File: src/rtl/pfwp_pkg.sv
package pfwp_pkg;
    typedef enum logic [1:0] {
        ST_PASS    = 2'd0,
        ST_DRAIN   = 2'd1,
        ST_HOLD    = 2'd2,
        ST_RECOVER = 2'd3
    } pfwp_state_e;
endpackage

File: src/rtl/pfwp_cycle_ctr.sv
module pfwp_cycle_ctr #(
    parameter int W = 8
) (
    input  logic         clk,
    input  logic         rst_n,
    input  logic         restart,
    input  logic         advance,
    output logic [W-1:0] count
);
    always_ff @(posedge clk or negedge rst_n) begin
        if (!rst_n) begin
            count <= '0;
        end else if (restart) begin
            count <= '0;
        end else if (advance) begin
            count <= count + W'(1);
        end
    end
endmodule

File: src/rtl/pfwp_fsm.sv
module pfwp_fsm
    import pfwp_pkg::*;
#(
    parameter int WPT_CYCLES = 5,
    parameter int REC_CYCLES = 7,
    parameter int W          = 3
) (
    input  logic         clk,
    input  logic         rst_n,
    input  logic         pwr_fail,
    input  logic         ce_raw_n,
    input  logic [W-1:0] count,
    output pfwp_state_e  state,
    output logic         restart,
    output logic         advance
);
    localparam logic [W-1:0] WPT_LAST = W'(WPT_CYCLES - 1);
    localparam logic [W-1:0] REC_LAST = W'(REC_CYCLES - 1);

    pfwp_state_e state_n;

    // state register
    always_ff @(posedge clk or negedge rst_n) begin
        if (!rst_n) state <= ST_RECOVER;
        else        state <= state_n;
    end

    // next-state logic
    always_comb begin
        state_n = state;
        unique case (state)
            ST_PASS: begin
                if (pwr_fail) state_n = ce_raw_n ? ST_HOLD : ST_DRAIN;
            end
            ST_DRAIN: begin
                if (ce_raw_n || count == WPT_LAST) state_n = ST_HOLD;
            end
            ST_HOLD: begin
                if (!pwr_fail) state_n = ST_RECOVER;
            end
            ST_RECOVER: begin
                if (pwr_fail)               state_n = ST_HOLD;
                else if (count == REC_LAST) state_n = ST_PASS;
            end
            default: state_n = ST_HOLD;
        endcase
    end

    assign restart = (state_n != state);
    assign advance = (state == ST_DRAIN) || (state == ST_RECOVER);

    assert_drain_bound_R4: assert property (@(posedge clk) disable iff (!rst_n)
        (state == ST_DRAIN) |-> (int'(count) < WPT_CYCLES));
    assert_fail_idle_R2: assert property (@(posedge clk) disable iff (!rst_n)
        (state == ST_PASS && pwr_fail && ce_raw_n) |=> (state == ST_HOLD));
    assert_refail_R7: assert property (@(posedge clk) disable iff (!rst_n)
        (state == ST_RECOVER && pwr_fail) |=> (state == ST_HOLD && count == '0));
    assert_pass_entry_R8: assert property (@(posedge clk) disable iff (!rst_n)
        (state == ST_PASS) |-> ($past(state) == ST_PASS || $past(state) == ST_RECOVER));
    assert_hold_stay_R5: assert property (@(posedge clk) disable iff (!rst_n)
        (state == ST_HOLD && pwr_fail) |=> (state == ST_HOLD));
endmodule

File: src/rtl/pfwp_ce_gate.sv
module pfwp_ce_gate
    import pfwp_pkg::*;
(
    input  logic        clk,
    input  logic        rst_n,
    input  pfwp_state_e state,
    input  logic        pwr_fail,
    input  logic        ce_raw_n,
    output logic        ce_cond_n
);
    // output process
    always_comb begin
        unique case (state)
            ST_PASS, ST_DRAIN:    ce_cond_n = ce_raw_n;
            ST_HOLD, ST_RECOVER:  ce_cond_n = 1'b1;
            default:              ce_cond_n = 1'b1;
        endcase
    end

    assert_follow_R1: assert property (@(posedge clk) disable iff (!rst_n)
        (state == ST_PASS && !pwr_fail) |-> (ce_cond_n == ce_raw_n));
    assert_hold_high_R5: assert property (@(posedge clk) disable iff (!rst_n)
        (state == ST_HOLD) |-> ce_cond_n);
    assert_recover_high_R6: assert property (@(posedge clk) disable iff (!rst_n)
        (state == ST_RECOVER) |-> ce_cond_n);
endmodule

File: src/rtl/pfwp_ctrl.sv
module pfwp_ctrl
    import pfwp_pkg::*;
#(
    parameter int WPT_CYCLES = 12500,
    parameter int REC_CYCLES = 10000000
) (
    input  logic       clk,
    input  logic       rst_n,
    input  logic       pwr_fail,
    input  logic       ce_raw_n,
    input  logic       tol_sel,
    output logic       cmp_tol_sel,
    output logic       ce_cond_n,
    output logic [1:0] state_o
);
    localparam int MAXC = (WPT_CYCLES > REC_CYCLES) ? WPT_CYCLES : REC_CYCLES;
    localparam int CW   = (MAXC < 2) ? 1 : $clog2(MAXC);

    pfwp_state_e    state;
    logic           restart;
    logic           advance;
    logic [CW-1:0]  count;

    pfwp_cycle_ctr #(.W(CW)) u_ctr (
        .clk     (clk),
        .rst_n   (rst_n),
        .restart (restart),
        .advance (advance),
        .count   (count)
    );

    pfwp_fsm #(.WPT_CYCLES(WPT_CYCLES), .REC_CYCLES(REC_CYCLES), .W(CW)) u_fsm (
        .clk      (clk),
        .rst_n    (rst_n),
        .pwr_fail (pwr_fail),
        .ce_raw_n (ce_raw_n),
        .count    (count),
        .state    (state),
        .restart  (restart),
        .advance  (advance)
    );

    pfwp_ce_gate u_gate (
        .clk       (clk),
        .rst_n     (rst_n),
        .state     (state),
        .pwr_fail  (pwr_fail),
        .ce_raw_n  (ce_raw_n),
        .ce_cond_n (ce_cond_n)
    );

    assign cmp_tol_sel = tol_sel;
    assign state_o     = state;

    assert_tol_pass_R9: assert property (@(posedge clk) disable iff (!rst_n)
        cmp_tol_sel == tol_sel);
endmodule

File: config.mk
export PLATFORM = sky130hd
export DESIGN_NAME = pfwp_ctrl
export DESIGN_NICKNAME = d
export VERILOG_FILES = /design/src/rtl/pfwp_pkg.sv /design/src/rtl/pfwp_cycle_ctr.sv /design/src/rtl/pfwp_fsm.sv /design/src/rtl/pfwp_ce_gate.sv /design/src/rtl/pfwp_ctrl.sv
export SDC_FILE = /design/constraint.sdc
export NUM_CORES = 1
export LEC_CHECK = 0
export ABC_AREA = 1
export BUFFER_PORTS_ARGS = -buffer_cell sky130_fd_sc_hd__buf_2
export CAP_MARGIN = 10
export CORE_ASPECT_RATIO = 1.25
export CORE_MARGIN = 2
export CORE_UTILIZATION = 60
export CTS_CLUSTER_SIZE = 28
export DETAILED_ROUTE_END_ITERATION = 12
export PLACE_DENSITY = 0.87
export SLEW_MARGIN = 40
export SYNTH_ARGS = -nofsm -noshare
export SYNTH_HDL_FRONTEND = slang
export SYNTH_HIERARCHICAL = 1
export SYNTH_SLANG_ARGS = --single-unit
File: constraint.sdc
create_clock -name clk -period 3.1 [get_ports clk]
set_clock_uncertainty 0.15 [all_clocks]
set_input_delay 0.31 -clock clk [delete_from_list [all_inputs] [get_ports clk]]
set_output_delay 0.31 -clock clk [all_outputs]
set_load 0.01 [all_outputs]
Yosys cells after proc, flatten, opt, wreduce, memory -nomap -nowiden
Cells that the tools add are included.

Equal/unequal tests: 6. Mux-type cells: 10. Add/subtract/negate cells: 1. Reductions and logical operators: 6.

Operators by type and width (count): 24-bit 2-to-1 mux (2); 24-bit by 1-bit adder with 24-bit output (second input constant) (1); 24-bit by 14-bit == test with 1-bit output (second input constant) (1); 24-bit == test (second input constant) (1); 2-bit 2-to-1 mux (6); 2-bit one-hot mux with 4 select lines (1); 2-bit == test (second input constant) (2); 2-bit OR reduction (2); 2-bit by 1-bit == test with 1-bit output (second input constant) (1); 2-bit zero test (1); 1-bit logical OR (2); 2-bit inequality test (1); 1-bit one-hot mux with 2 select lines (1); 2-bit nonzero test (1).

Input bits: 5. Output and inout port bits: 4. Register bits after elaboration: 26. Logic and storage cells: 25.

Logic depth before layout (Yosys ltp)
Word-level depth: 6. Gate-level depth with buffers: 19.

Cells and area by module
Netlist, hierarchy kept.

By module, submodules not included: pfwp_cycle_ctr (area an instance 1470.2 µm², seq. area each 600.6 µm², cells an instance 206, times used 1); pfwp_fsm (area an instance 371.6 µm², seq. area each 52.6 µm², cells an instance 75, times used 1); pfwp_ce_gate (area an instance 11.3 µm², seq. area each 0.0 µm², cells an instance 3, times used 1); pfwp_ctrl (area an instance 7.5 µm², seq. area each 0.0 µm², cells an instance 1, times used 1).

Worst setup path before layout
OpenSTA, ideal clock, no wires.

Kind: register to register. Start point: register u_fsm.state[0]. End point: register u_ctr.count[20]. Period minus slack after synthesis: 2222 ps. Setup slack: 878 ps. Cell stages (with the launch flop): 18. Library setup time: 117 ps. Data arrival time: 1956 ps. Required time: 2833 ps. Path through: dfstp_2 nand2_1 nor2_1 nand2_1 nor2_2 nand2_2 nand2_2 nand2_2 o21ai_1 nand3_1 nor2_2 nor2_1 nand2_1 nor2_4 nand2_1 nand2_1 nand2_1 nor2_1.

Word-level cells in the longest chain between the ends: 5.

RTL lines: from (decl) (line pfwp_fsm.sv:13) `output pfwp_state_e state,`; from (signal assigned) (line pfwp_fsm.sv:25) `else state <= state_n;`; 2-bit 2-to-1 mux (line pfwp_fsm.sv:43) `else if (count == REC_LAST) state_n = ST_PASS;`; 2-bit 2-to-1 mux (line pfwp_fsm.sv:42) `if (pwr_fail) state_n = ST_HOLD;`; 2-bit one-hot mux with 4 select lines (line pfwp_fsm.sv:31) `unique case (state)`; 2-bit inequality test (*) (line pfwp_fsm.sv:49) `assign restart = (state_n != state);`; net restart (line pfwp_ctrl.sv:20) `logic restart;`; 24-bit 2-to-1 mux / 2-bit nonzero test (equally long branches); to (signal assigned) (line pfwp_cycle_ctr.sv:16) `count <= count + W'(1);`; to (decl) (line pfwp_cycle_ctr.sv:8) `output logic [W-1:0] count`.

The timed path passes the listed nets; every way through them passes the cells marked *. A chain may end at the register's enable or synchronous reset.

Worst setup path in the final report
Start point: register u_fsm.state[0]. End point: register u_ctr.count[16].

Same word-level chain as after synthesis.

==> results.sh <==
export IMPL_fin_total_pwr_uw=555
export IMPL_power_density_nw_per_um2=285
export IMPL_cts_resized=0
export IMPL_ant_nets=0
export IMPL_num_antenna_cells=0
export IMPL_layout_nets=300
export IMPL_die_h_um=66.3
export IMPL_port_buffer_count=6
export IMPL_grt_ovfl_total=0
export IMPL_start_util=0.632
export IMPL_setup_viol=0
export IMPL_criticalPathCategory="register to register"
export IMPL_ys_types=26
export IMPL_die_x_um=53.8
export IMPL_io_pins=9
export IMPL_slew_headroom=0.601
export IMPL_cp_end_kind="register"
export IMPL_r2r_start="u_fsm/state[0]"
export IMPL_startpoint_type="register"
export IMPL_grt_pass1_wl_mm=6.68
export IMPL_startpoint="u_fsm/state[0]"
export IMPL_synth_adder_area_share=0.00672
export IMPL_synth_nets=291
export IMPL_final_layout_size_suffix_gt1_frac=0.126
export IMPL_grt_usage=0.257
export IMPL_coreArea_um2=2950
export IMPL_p_leak_nw=0.979
export IMPL_cts_tree="yes"
export IMPL_cts_buffer_depth=2
export IMPL_hpwl_mm=3.03
export IMPL_firstDrtPassIters=4
export IMPL_critPathRequiredTime_ns=3.18
export IMPL_die_area_um2=3570
export IMPL_synth_cell_area_um2=1860
export IMPL_via_per_inst=5.27
export IMPL_arrival_ns=2.64
export IMPL_wire_per_inst_um=12.2
export IMPL_htreeDepth=1
export IMPL_synth_xor_area_frac=0.00471
export IMPL_clock_latency_ns=0.33
export IMPL_hp_start="pwr_fail"
export IMPL_synth_area_mux_share=0
export IMPL_core_rowCount=22
export IMPL_worst_pin_slew_ns=0.598
export IMPL_yosysWarnings=6
export IMPL_period_share=0.824
export IMPL_cts_root_buf="clkbuf_4"
export IMPL_fill_cells=275
export IMPL_reg2reg_depth=17
export IMPL_max_freq_mhz=391
export IMPL_rsz0062_at_grt="false"
export IMPL_cts_buffers=3
export IMPL_grt_max_degree=27
export IMPL_synth_compound_area_frac=0.0706
export IMPL_status="finished clean"
export IMPL_crit_end="u_ctr/count[16]"
export IMPL_ys_seq_elements=26
export IMPL_numClockSinks=26
export IMPL_totalWireLength_mm=4.02
export IMPL_max_cap_violations=0
export IMPL_gp_congestion=0.880
export IMPL_area_growth_synth_to_final_pct=4.84
export IMPL_syn_area_per_cell_um2=6.53
export IMPL_min_path_type="primary input to register"
export IMPL_drt_iter0_drc=67
export IMPL_holdPathStages=3
export IMPL_synth_top_family_by_area="simple AND/OR/NAND/NOR gates"
export IMPL_hold_violations=0
export IMPL_clk_pin_slew_ns=0.13
export IMPL_r2r_setup_slack_ns=0.55
export IMPL_grt_pass1_vias=1529
export IMPL_critPathMaxFanout=14
export IMPL_maxSlewViolCount=0
export IMPL_vias=1734
export IMPL_antenna_found_initial=0
export IMPL_period_minus_slack_ns=2.55
export IMPL_ys_seq_area_frac=0.351
export IMPL_synthSimpleGateAreaFrac=0.465
export IMPL_route_detailed_drc=0
export IMPL_peakVddDrop_mv=0.204
export IMPL_setup_tns_final_ns=0
export IMPL_synthCells=285
export IMPL_reg2reg_to="u_ctr/count[16]"
[cell usage in the layout (no fill, tap or decap), drive strengths merged]
| cell type | n |
|---|---|
| xnor2 | 1 |
| nor3 | 4 |
| nor2 | 72 |
| a31o | 1 |
| inv | 43 |
| o21a | 1 |
| o21ai | 12 |
| nand4 | 7 |
| nand3 | 17 |
| dlygate4sd3 | 1 |
| ha | 1 |
| clkbuf | 4 |
| and2 | 1 |
| a21oi | 11 |
| dfstp | 2 |
| buf | 7 |
| nand2 | 84 |
| dfrtp | 24 |
[how the worst min path moves through the flow]
| stage | to | slack, ns |
|---|---|---|
| floorplan | u_ctr/count[0] | -0.14 |
| global placement | u_ctr/count[6] | 0.20 |
| detailed placement | u_ctr/count[11] | 0.20 |
| CTS | u_fsm/state[0] | 0.12 |
| global route | u_fsm/state[0] | 0.15 |
| finish | u_fsm/state[0] | 0.14 |
[power by group]
group          total (mW)  internal (mW)  switching, mW
combinational      0.0490         0.0157         0.0333
clock               0.151         0.0505          0.100
sequential          0.355          0.345         0.0104
total               0.555          0.411          0.144
[worst max-delay path, cell delays in order (launching register included)]
cell and delay [ns]:
dfstp_2 0.71, nand2_1 0.08, nor2_1 0.10, nand2_1 0.06
nor2_2 0.12, nand2_2 0.07, nand2_2 0.06, nand2_2 0.06
o21ai_1 0.13, nand3_1 0.16, nor2_2 0.30, nor2_1 0.07
nand2_1 0.11, nor2_4 0.05, nand2_1 0.08, nand2_1 0.05
nand2_1 0.06, nor2_1 0.04
[timing repair]
| item | in CTS | in global routing |
|---|---|---|
| hold buffers | 1 | 0 |
| setup buffers | 0 | 0 |
| hold endpoints to repair | 24 | 0 |
[cells by family after synthesis]
logic type | Yosys count
DFF | 26
buffers and inverters | 47
adders and majority gates | 1
xor gates and xnor gates | 1
and+or+nand+nor | 185
AOI/OAI and AO/OA | 25
[through the flow]
step / cells / area, um2 / setup WS [ns] / util / hold slack (ns)
floorplan: 285 / 1860 / 0.878 / - / -0.136
global placement: 324 / 1910 / 0.667 / 0.650 / 0.196
detailed placement: 324 / 1910 / 0.599 / 0.650 / 0.203
CTS: 329 / 1950 / 0.552 / 0.662 / 0.123
global route: 329 / 1950 / 0.376 / 0.662 / 0.147
finish: 329 / 1950 / 0.545 / 0.662 / 0.141
[flip-flops by register name, indices dropped and copies added (netlist names)]
register,cells
u_ctr/count,24
u_fsm/state,2
[synth_stat cells]
library cell   count  share of area
nand2_2            7          0.024
xnor2_1            1         0.0047
nor3_4             1         0.0087
dfrtp_1           24           0.32
nand4_1            7          0.024
a31o_1             1         0.0047
nor2_1            62           0.13
nand2_4            2          0.012
buf_4              2         0.0081
o21a_1             1         0.0040
inv_1             41          0.083
nand3_1           14          0.038
o21ai_1            1         0.0027
o21ai_0           11          0.030
ha_1               1         0.0067
nor3_1             3         0.0081
and2_1             1         0.0034
a21oi_1           11          0.030
nand2_1           75           0.15
dlygate4sd1_1      1         0.0047
buf_2              1         0.0027
nor2_4             8          0.048
nor2_2             2         0.0067
dfstp_2            2          0.028
nand3_2            3          0.016
inv_2              2         0.0040
[layout make-up]
class | instances | area, um2 | share of cell area
clock buffer | 4 | 26.3 | 0.0135
inverter | 43 | 161 | 0.0827
multi-input combinational | 212 | 1020 | 0.521
sequential | 26 | 653 | 0.335
tap | 36 | 45.0 | 0.0231
timing repair buffer | 8 | 47.5 | 0.0244
[metal layers]
layer  wire (um)  global-route usage
met1        1830               0.308
met2        2000               0.441
met3          83              0.0294
met4         106               0.122
met5           0                   0
(Power assumes the default switching activity.)
